==> config.mk <==
export PLATFORM = sky130hd
export DESIGN_NAME = unlock_detector
export DESIGN_NICKNAME = d
export VERILOG_FILES = /design/src/rtl/unlock_seq_pkg.sv /design/src/rtl/unlock_addr_match.sv /design/src/rtl/unlock_event_classify.sv /design/src/rtl/unlock_progress.sv /design/src/rtl/unlock_detector.sv
export SDC_FILE = /design/constraint.sdc
export NUM_CORES = 1
export LEC_CHECK = 0
export CORE_UTILIZATION = 30
export CTS_CLUSTER_DIAMETER = 60
export DETAILED_ROUTE_END_ITERATION = 7
export HOLD_SLACK_MARGIN = 0.03
export SLEW_MARGIN = 10
export SYNTH_ARGS = -nofsm -noshare
export SYNTH_HDL_FRONTEND = slang
export SYNTH_SLANG_ARGS = --single-unit
==> constraint.sdc <==
create_clock -name clk -period 2.1 [get_ports clk]
set_input_delay 0.42 -clock clk [delete_from_list [all_inputs] [get_ports clk]]
set_output_delay 0.42 -clock clk [all_outputs]
set_load 0.05 [all_outputs]
==> src/rtl/unlock_seq_pkg.sv <==
package unlock_seq_pkg;

    localparam int SEQ_LEN    = 6;
    localparam int CODE_W     = 15;
    localparam int STEP_W     = $clog2(SEQ_LEN);

    // Address expected at each position of the unlock code.
    function automatic logic [CODE_W-1:0] code_addr(input int idx);
        case (idx)
            0:       code_addr = 15'h0E38;
            1:       code_addr = 15'h31C7;
            2:       code_addr = 15'h03E0;
            3:       code_addr = 15'h3C1F;
            4:       code_addr = 15'h303F;
            default: code_addr = 15'h0FC0;
        endcase
    endfunction

    typedef enum logic [2:0] {
        EV_HOLD,
        EV_CLEAR,
        EV_ABORT,
        EV_ADVANCE,
        EV_RESTART,
        EV_FIRE
    } unlock_ev_e;

    typedef struct packed {
        logic hit_step;
        logic hit_first;
        logic at_last;
    } match_t;

endpackage

==> src/rtl/unlock_addr_match.sv <==
module unlock_addr_match
    import unlock_seq_pkg::*;
#(
    parameter int ADDR_W = 15
) (
    input  logic [ADDR_W-1:0] addr,
    input  logic [STEP_W-1:0] step,
    output match_t            match
);

    localparam int EXT_W = (ADDR_W > CODE_W) ? ADDR_W : CODE_W;

    logic [SEQ_LEN-1:0] hit_vec;
    logic [SEQ_LEN-1:0] sel_vec;
    logic [EXT_W-1:0]   addr_ext;

    assign addr_ext = EXT_W'(addr);

    for (genvar i = 0; i < SEQ_LEN; i++) begin : g_cmp
        assign hit_vec[i] = (addr_ext == EXT_W'(code_addr(i)));
        assign sel_vec[i] = (step == STEP_W'(i));
    end

    always_comb begin
        match.hit_step  = |(hit_vec & sel_vec);
        match.hit_first = hit_vec[0];
        match.at_last   = sel_vec[SEQ_LEN-1];
    end

endmodule

==> src/rtl/unlock_event_classify.sv <==
module unlock_event_classify
    import unlock_seq_pkg::*;
(
    input  logic       busy,
    input  logic       stb,
    input  logic       wr,
    input  match_t     match,
    output unlock_ev_e ev
);

    always_comb begin
        if (busy)                                  ev = EV_CLEAR;
        else if (!stb)                             ev = EV_HOLD;
        else if (wr)                               ev = EV_ABORT;
        else if (match.hit_step && match.at_last)  ev = EV_FIRE;
        else if (match.hit_step)                   ev = EV_ADVANCE;
        else if (match.hit_first)                  ev = EV_RESTART;
        else                                       ev = EV_ABORT;
    end

endmodule

==> src/rtl/unlock_progress.sv <==
module unlock_progress
    import unlock_seq_pkg::*;
(
    input  logic              clk,
    input  logic              rst,
    input  unlock_ev_e        ev,
    output logic [STEP_W-1:0] step,
    output logic              fire
);

    logic [STEP_W-1:0] step_d;

    always_comb begin
        case (ev)
            EV_HOLD:    step_d = step;
            EV_ADVANCE: step_d = step + STEP_W'(1);
            EV_RESTART: step_d = STEP_W'(1);
            default:    step_d = '0;
        endcase
    end

    always_ff @(posedge clk) begin
        if (rst) begin
            step <= '0;
            fire <= 1'b0;
        end else begin
            step <= step_d;
            fire <= (ev == EV_FIRE);
        end
    end

endmodule

==> src/rtl/unlock_detector.sv <==
module unlock_detector
    import unlock_seq_pkg::*;
#(
    parameter int ADDR_W = 15
) (
    input  logic              clk,
    input  logic              rst,
    input  logic              busy,
    input  logic              acc_stb,
    input  logic              acc_wr,
    input  logic [ADDR_W-1:0] acc_addr,
    output logic              store_req
);

    logic [STEP_W-1:0] step_q;
    match_t            match;
    unlock_ev_e        ev;

    unlock_addr_match #(.ADDR_W(ADDR_W)) u_match (
        .addr  (acc_addr),
        .step  (step_q),
        .match (match)
    );

    unlock_event_classify u_class (
        .busy  (busy),
        .stb   (acc_stb),
        .wr    (acc_wr),
        .match (match),
        .ev    (ev)
    );

    unlock_progress u_prog (
        .clk  (clk),
        .rst  (rst),
        .ev   (ev),
        .step (step_q),
        .fire (store_req)
    );

endmodule

# Word-level counts from Yosys, hierarchy flattened
# Index checks and enable logic that the tools add are counted.
# Widths: inputs -> output; s select.
[classes]
addsub = 1
n_eq_ne = 14
n_mux = 7
n_bitwise = 1
reduce_logical = 4
[ops]
columns = ["operator", "count"]
rows = [
  ["$eq 15x14->1 const B", 3],
  ["$eq 15x12->1 const B", 2],
  ["$mux 3", 6],
  ["$eq 15x10->1 const B", 1],
  ["$eq 3x3->1 const B", 4],
  ["$eq 3x2->1 const B", 3],
  ["$pmux 3 s3", 1],
  ["$and 6x6->6", 1],
  ["$logic_not 3->1", 2],
  ["$reduce_or 6->1", 1],
  ["$add 3x1->3 const B", 1],
  ["$eq 3x1->1 const B", 1],
  ["$logic_and 1x1->1", 1],
]
[word_totals]
reg_bits = 4
inputBits = 20
output_inout_bits = 1
word_cells = 29

# Logic depth before layout (Yosys ltp)
# Gate-level depths: netlist (run 1).
[logic_depth]
ltp_word = 10
depth_mapped = 7
depth_no_buf = 7

# Hierarchy
# Synthesis (run 1) repeated with hierarchy kept, for this count alone.
[hier_totals]
cells_unflattened = 54
hier_area_um2 = 442.9
[by_module_without_submodules]
columns = ["module", "n_inst", "cells_per_inst", "area_per_inst_um2", "seq_area_each_um2"]
rows = [
  ["unlock_addr_match", 1, 30, 207.7, 0.0],
  ["unlock_progress", 1, 18, 180.2, 80.1],
  ["unlock_event_classify", 1, 6, 55.1, 0.0],
]

# Worst setup path after synthesis (run 1)
# No wires, ideal clock.
[synth_path]
path_kind = "input to register"
from = "input port acc_addr[13]"
to = "register u_prog.step[0]"
setup_ns = 0.123
t_arrival_ns = 1.716
required_ns = 1.977
setup_slack_ns = 0.261
cell_stages = 5
path_buffers = 0
cell_sequence = "nor4_1 -> nand2_1 -> a2111oi_0 -> o311ai_0 -> nor3b_2"
[synth_between]
elab_chain_cells = 10
elab_cells_between_ends = 19
cone_classes = "8 x eq/ne; 7 x mux; 1 x bitwise; 3 x reduce/logical"
[synth_rtl]
columns = ["element", "line_no", "rtl"]
rows = [
  ["start, declared", "unlock_detector.sv:11", "input logic [ADDR_W-1:0] acc_addr,"],
  ["$eq 15x12->1 (tied with other cells)", "unlock_addr_match.sv:20", "assign hit_vec[i] = (addr_ext == EXT_W'(code_addr(i)));"],
  ["$and 6x6->6", "unlock_addr_match.sv:25", "match.hit_step = |(hit_vec & sel_vec);"],
  ["$reduce_or 6->1", "unlock_addr_match.sv:25", ""],
  ["$mux 3 or $logic_and 1x1->1 (tied branches)", "unlock_event_classify.sv:16, unlock_event_classify.sv:15", ""],
  ["$mux 3 (*)", "unlock_event_classify.sv:15", "else if (match.hit_step && match.at_last) ev = EV_FIRE;"],
  ["$mux 3 (*)", "unlock_event_classify.sv:14", "else if (wr) ev = EV_ABORT;"],
  ["$mux 3 (*)", "unlock_event_classify.sv:13", "else if (!stb) ev = EV_HOLD;"],
  ["$mux 3 (*)", "unlock_event_classify.sv:12", "if (busy) ev = EV_CLEAR;"],
  ["$eq 3x3->1 (tied with other cells)", "unlock_progress.sv:14", "case (ev)"],
  ["$pmux 3 s3", "unlock_progress.sv:14", ""],
  ["end signal, assigned", "unlock_progress.sv:27", "step <= step_d;"],
  ["end, declared", "unlock_progress.sv:7", "output logic [STEP_W-1:0] step,"],
]
# Mark *: on every way between the ends. The rest lies on a longest branch, timed or not.
# A chain may end at the register's enable or synchronous reset.

# Final worst setup path (run 1)
[layout_path]
from = "input port acc_addr[5]"
to = "register u_prog.step[0]"
# The elaborated chain is that of the path after synthesis.

==> results, run 1 <==
- The flow ran to the end, and the final reports show no timing, DRC or antenna violations.
- The finished layout holds 105 standard cells, fillers aside.
- The tree built by TritonCTS fans out to 4 sinks.
- The design draws 0.232 mW.
- Each instance of the synthesized netlist takes up on average 7.83 sq um.
- The setup-violating endpoint count in the final report is 0.
- The total wire length is 1.19 mm.
- The final standard cell area without fillers is 791 sq um.
- The core utilization of the finished layout is 57.9%.
- The part of the cycle the worst path needs is 95.3%.
- For the final routed database, the setup TNS stands at 0 ps.
- Of all nets on the critical path, the largest fanout is 5.
- The number of port buffers is 20.
- The clock tree root driver cell is sky130_fd_sc_hd__clkbuf_4.
- Fill cells in the final layout number 131.
- The startpoint of the lowest-slack hold path is u_prog.step[1].
- The critical path starts at acc_addr[5].
- Counting flops and latches in the post-synthesis netlist gives 4.
- Once the floorplan was initialized, standard cells occupied 33.8% of the core.
- The clock passes through at most 2 buffers.
- Buffers inserted during clock tree synthesis total 3.
- The data arrival time of the worst path is 2120 ps.
- The clock reaches the later pin of the worst-skew pair after 240 ps.
- After clock tree synthesis, the setup repair step added 0 buffers.
- For this run, the top clock speed supported by timing is 499 MHz.
- The number of design rule violations left after detail routing is 0.
- Combinational cells account for 26.1% of the total power.
- The switching power share of the total is 21.8%.
- The number of hold violations in the final report is 0.
- For the final database, setup skew stands at 3.98 ps.
- The total iterations of the first detailed-routing run is 4.
- The count of standard-cell rows is 13.
- The area of the core is 1370 sq um.
- The die is 41.2 um tall.
- The number of max-cap violations is 0.
- CTS built an H-tree with a depth of 1.
- The placed cell area is 741 sq um.
- Measured against its own limit, the worst slew margin works out to 67.3%.
- The detail route stage leaves a number of antenna-violating nets equal to 0.
- The final route contains 558 vias.
- The kind of start point of the critical path is a primary input.
- The initial antenna violation count was 0.
- The clock network power share is 40.9%.
- The boundary pin count is 21.
- After legalization and detailed placement, the total HPWL measured 1.02 mm.
- The number of global-route vias before repair is 497.
- The slew at the pin with the worst max-slew slack is 489 ps.
- At the placement stage, the worst setup path has a slack of -213 ps.
- The share of cells above drive strength 1 is 22.2%.
- The min-delay analysis places its worst path in the category reg2reg.
- The net total in the final layout is 117.
- The first global-routing pass estimated 1.98 mm of wire.
- The total net switching power is 0.0506 mW.
- In the global route stage, overall resource usage came out at 17.8%.
- The overall overflow remaining after global route is 0.
- The area growth from synthesis to layout is 71.3%.
- The clock-pin slew reported for the worst setup and hold paths after clock tree synthesis is 40 ps.
- STA classifies the critical path endpoint as a flop.
- The sequential share of the synthesized area is 17.3%.
- The DRC marker count from the first detailed-route iteration is 11.
- The antenna diode count is 0.
- The die is 41.2 um wide.
- In the final routed layout, each cell accounts on average for 11.4 um.
- Including well taps, the total number of placed cells is 102.
- The internal power summed over all cells is 0.181 mW.
- The final hold slack is 509 ps.
- Synthesis produced a netlist with a net count of 84.
- The maximum number of pins on one net before global-route repair is 9.
- The data required time at the worst endpoint is 2210 ps.
- The number of standard cells after synthesis is 59.
- The routed design could run at a clock period as short as 2000 ps.
- In this run the cell area of the synthesized design comes to 462 sq um.
- The total count of max-transition violations in the final report is 0.
- The via density per instance is 5.31.
- The sequential group share of total power is 33.0%.
- At the end of routability-driven placement, the weighted congestion stood at 0.882.
- The clock tree from TritonCTS is yes.
- Setup repair after global routing left no endpoint under its margin.
- The die covers 1700 sq um.
- Synthesis instantiated 30 different standard cells from the library.
- The reg-to-reg critical path startpoint is u_prog.step[2].
- The final worst setup slack is 97.8 ps.
- The peak supply drop is 0.000217 V.
- The Yosys step of the flow raised 0 warnings.
- In this run the static leakage power is 0.283 nW.
- The category of the most critical setup path is in2reg.
- The power density over the cells is 293 nW/um^2.
[state kept, by name, indices dropped and copies added (netlist names)]
register and cells:
u_prog.step 3, u_prog.fire 1
[layout by cell type, fill, tap and decap left out, types with 2 or more instances in the layout]
master and instances:
sky130_fd_sc_hd__clkdlybuf4s50_1 19, sky130_fd_sc_hd__buf_4 8, sky130_fd_sc_hd__nand2_1 7, sky130_fd_sc_hd__ha_1 5, sky130_fd_sc_hd__nor2_1 4, sky130_fd_sc_hd__nand4_1 4, sky130_fd_sc_hd__dfxtp_1 4, sky130_fd_sc_hd__inv_1 3
sky130_fd_sc_hd__nor3_1 3, sky130_fd_sc_hd__clkbuf_4 3, sky130_fd_sc_hd__and3b_1 2, sky130_fd_sc_hd__nand4b_1 2, sky130_fd_sc_hd__o21ai_1 2, sky130_fd_sc_hd__nand3_1 2, sky130_fd_sc_hd__o21ai_0 2
[logic make-up after synthesis]
logic type / after synthesis / synth area share (%)
flip-flops: 4 / 17.3
buffers and inverters: 3 / 2.44
AND/OR/NAND/NOR: 37 / 50.4
adder cells (fa/ha/maj): 5 / 13.6
AO/OA/AOI/OAI: 10 / 16.3
[repair_timing]
action | in CTS | in global routing
endpoints found under the setup margin | 0 | 4
resized for setup | 0 | 7
hold buffers | 0 | 0
[per-layer routing]
metal	share of wire [%]	up-vias	track usage, %
li1	-	296	-
met1	52	247	23.4
met2	43	15	28.1
met3	5.3	0	6.52
met4	0	0	2.42
met5	0	-	0
[synthesized netlist by cell type]
cell                        number  area share, %
sky130_fd_sc_hd__a2111oi_0       1            1.9
sky130_fd_sc_hd__a221oi_1        1            1.9
sky130_fd_sc_hd__a22oi_1         1            1.6
sky130_fd_sc_hd__and2_1          1            1.4
sky130_fd_sc_hd__and2b_2         1            1.9
sky130_fd_sc_hd__and3_2          1            1.6
sky130_fd_sc_hd__and3b_1         2            3.8
sky130_fd_sc_hd__and4b_1         1            2.2
sky130_fd_sc_hd__dfxtp_1         4             17
sky130_fd_sc_hd__ha_1            5             14
sky130_fd_sc_hd__inv_1           3            2.4
sky130_fd_sc_hd__nand2_1         7            5.7
sky130_fd_sc_hd__nand2b_1        1            1.4
sky130_fd_sc_hd__nand3_1         2            2.2
sky130_fd_sc_hd__nand4_1         4            5.4
sky130_fd_sc_hd__nand4b_1        2            3.8
sky130_fd_sc_hd__nor2_1          4            3.3
sky130_fd_sc_hd__nor2b_1         1            1.4
sky130_fd_sc_hd__nor3_1          3            3.3
sky130_fd_sc_hd__nor3b_1         1            1.6
sky130_fd_sc_hd__nor3b_2         1            2.7
sky130_fd_sc_hd__nor4_1          1            1.4
sky130_fd_sc_hd__nor4b_1         2            3.8
sky130_fd_sc_hd__o21ai_0         3            3.3
sky130_fd_sc_hd__o21ai_1         1            1.1
sky130_fd_sc_hd__o22ai_2         1            2.7
sky130_fd_sc_hd__o311ai_0        1            1.9
sky130_fd_sc_hd__o32ai_1         1            1.9
sky130_fd_sc_hd__or3_1           1            1.4
sky130_fd_sc_hd__or4_4           1            2.4
[worst max-delay path, cell delays in order]
cell                              delay, ps
sky130_fd_sc_hd__clkdlybuf4s50_1        480
sky130_fd_sc_hd__and3b_1                270
sky130_fd_sc_hd__nand3_1                100
sky130_fd_sc_hd__a2111oi_2              380
sky130_fd_sc_hd__buf_4                  180
sky130_fd_sc_hd__o311ai_0               110
sky130_fd_sc_hd__nor3b_2                180
[final timing paths]
| check | end | slack, ps | depth (start not counted) |
|---|---|---|---|
| max reg2reg | u_prog.step[0] | 260 | 5 |
| min | u_prog.step[1] | 510 | 2 |
| max | u_prog.step[0] | 100 | 7 |
| min reg2reg | u_prog.step[1] | 510 | 2 |
[power by group through the flow]
stage	clock network [mW]	registers [mW]	logic, mW
after floorplan	0	0.0776	0.0112
after global placement	0	0.0776	0.0578
after detailed placement	0	0.0776	0.0581
final	0.0946	0.0764	0.0605
after global routing	0.108	0.0763	0.0657
after CTS	0.0982	0.0764	0.0584
[area by class of cell]
class | count | area (sq um) | share of cell area (%)
Multi-Input combinational cell | 52 | 395 | 50.0
Timing Repair Buffer | 28 | 263 | 33.2
Sequential cell | 4 | 80.1 | 10.1
Clock buffer | 3 | 22.5 | 2.85
Tap cell | 15 | 18.8 | 2.37
Inverter | 3 | 11.3 | 1.42
Note: power is estimated with default switching activity, not from simulation.
==> run 2, diff against run 1 <==
==> constraint.sdc (replaced) <==
create_clock -name clk -period 2.1 [get_ports clk]
set_input_delay 0.42 -clock clk [delete_from_list [all_inputs] [get_ports clk]]
set_output_delay 0.42 -clock clk [all_outputs]
set_load 0.02 [all_outputs]
==> results of run 2 <==
The final DEF is identical to that of run 1. Status: completed.
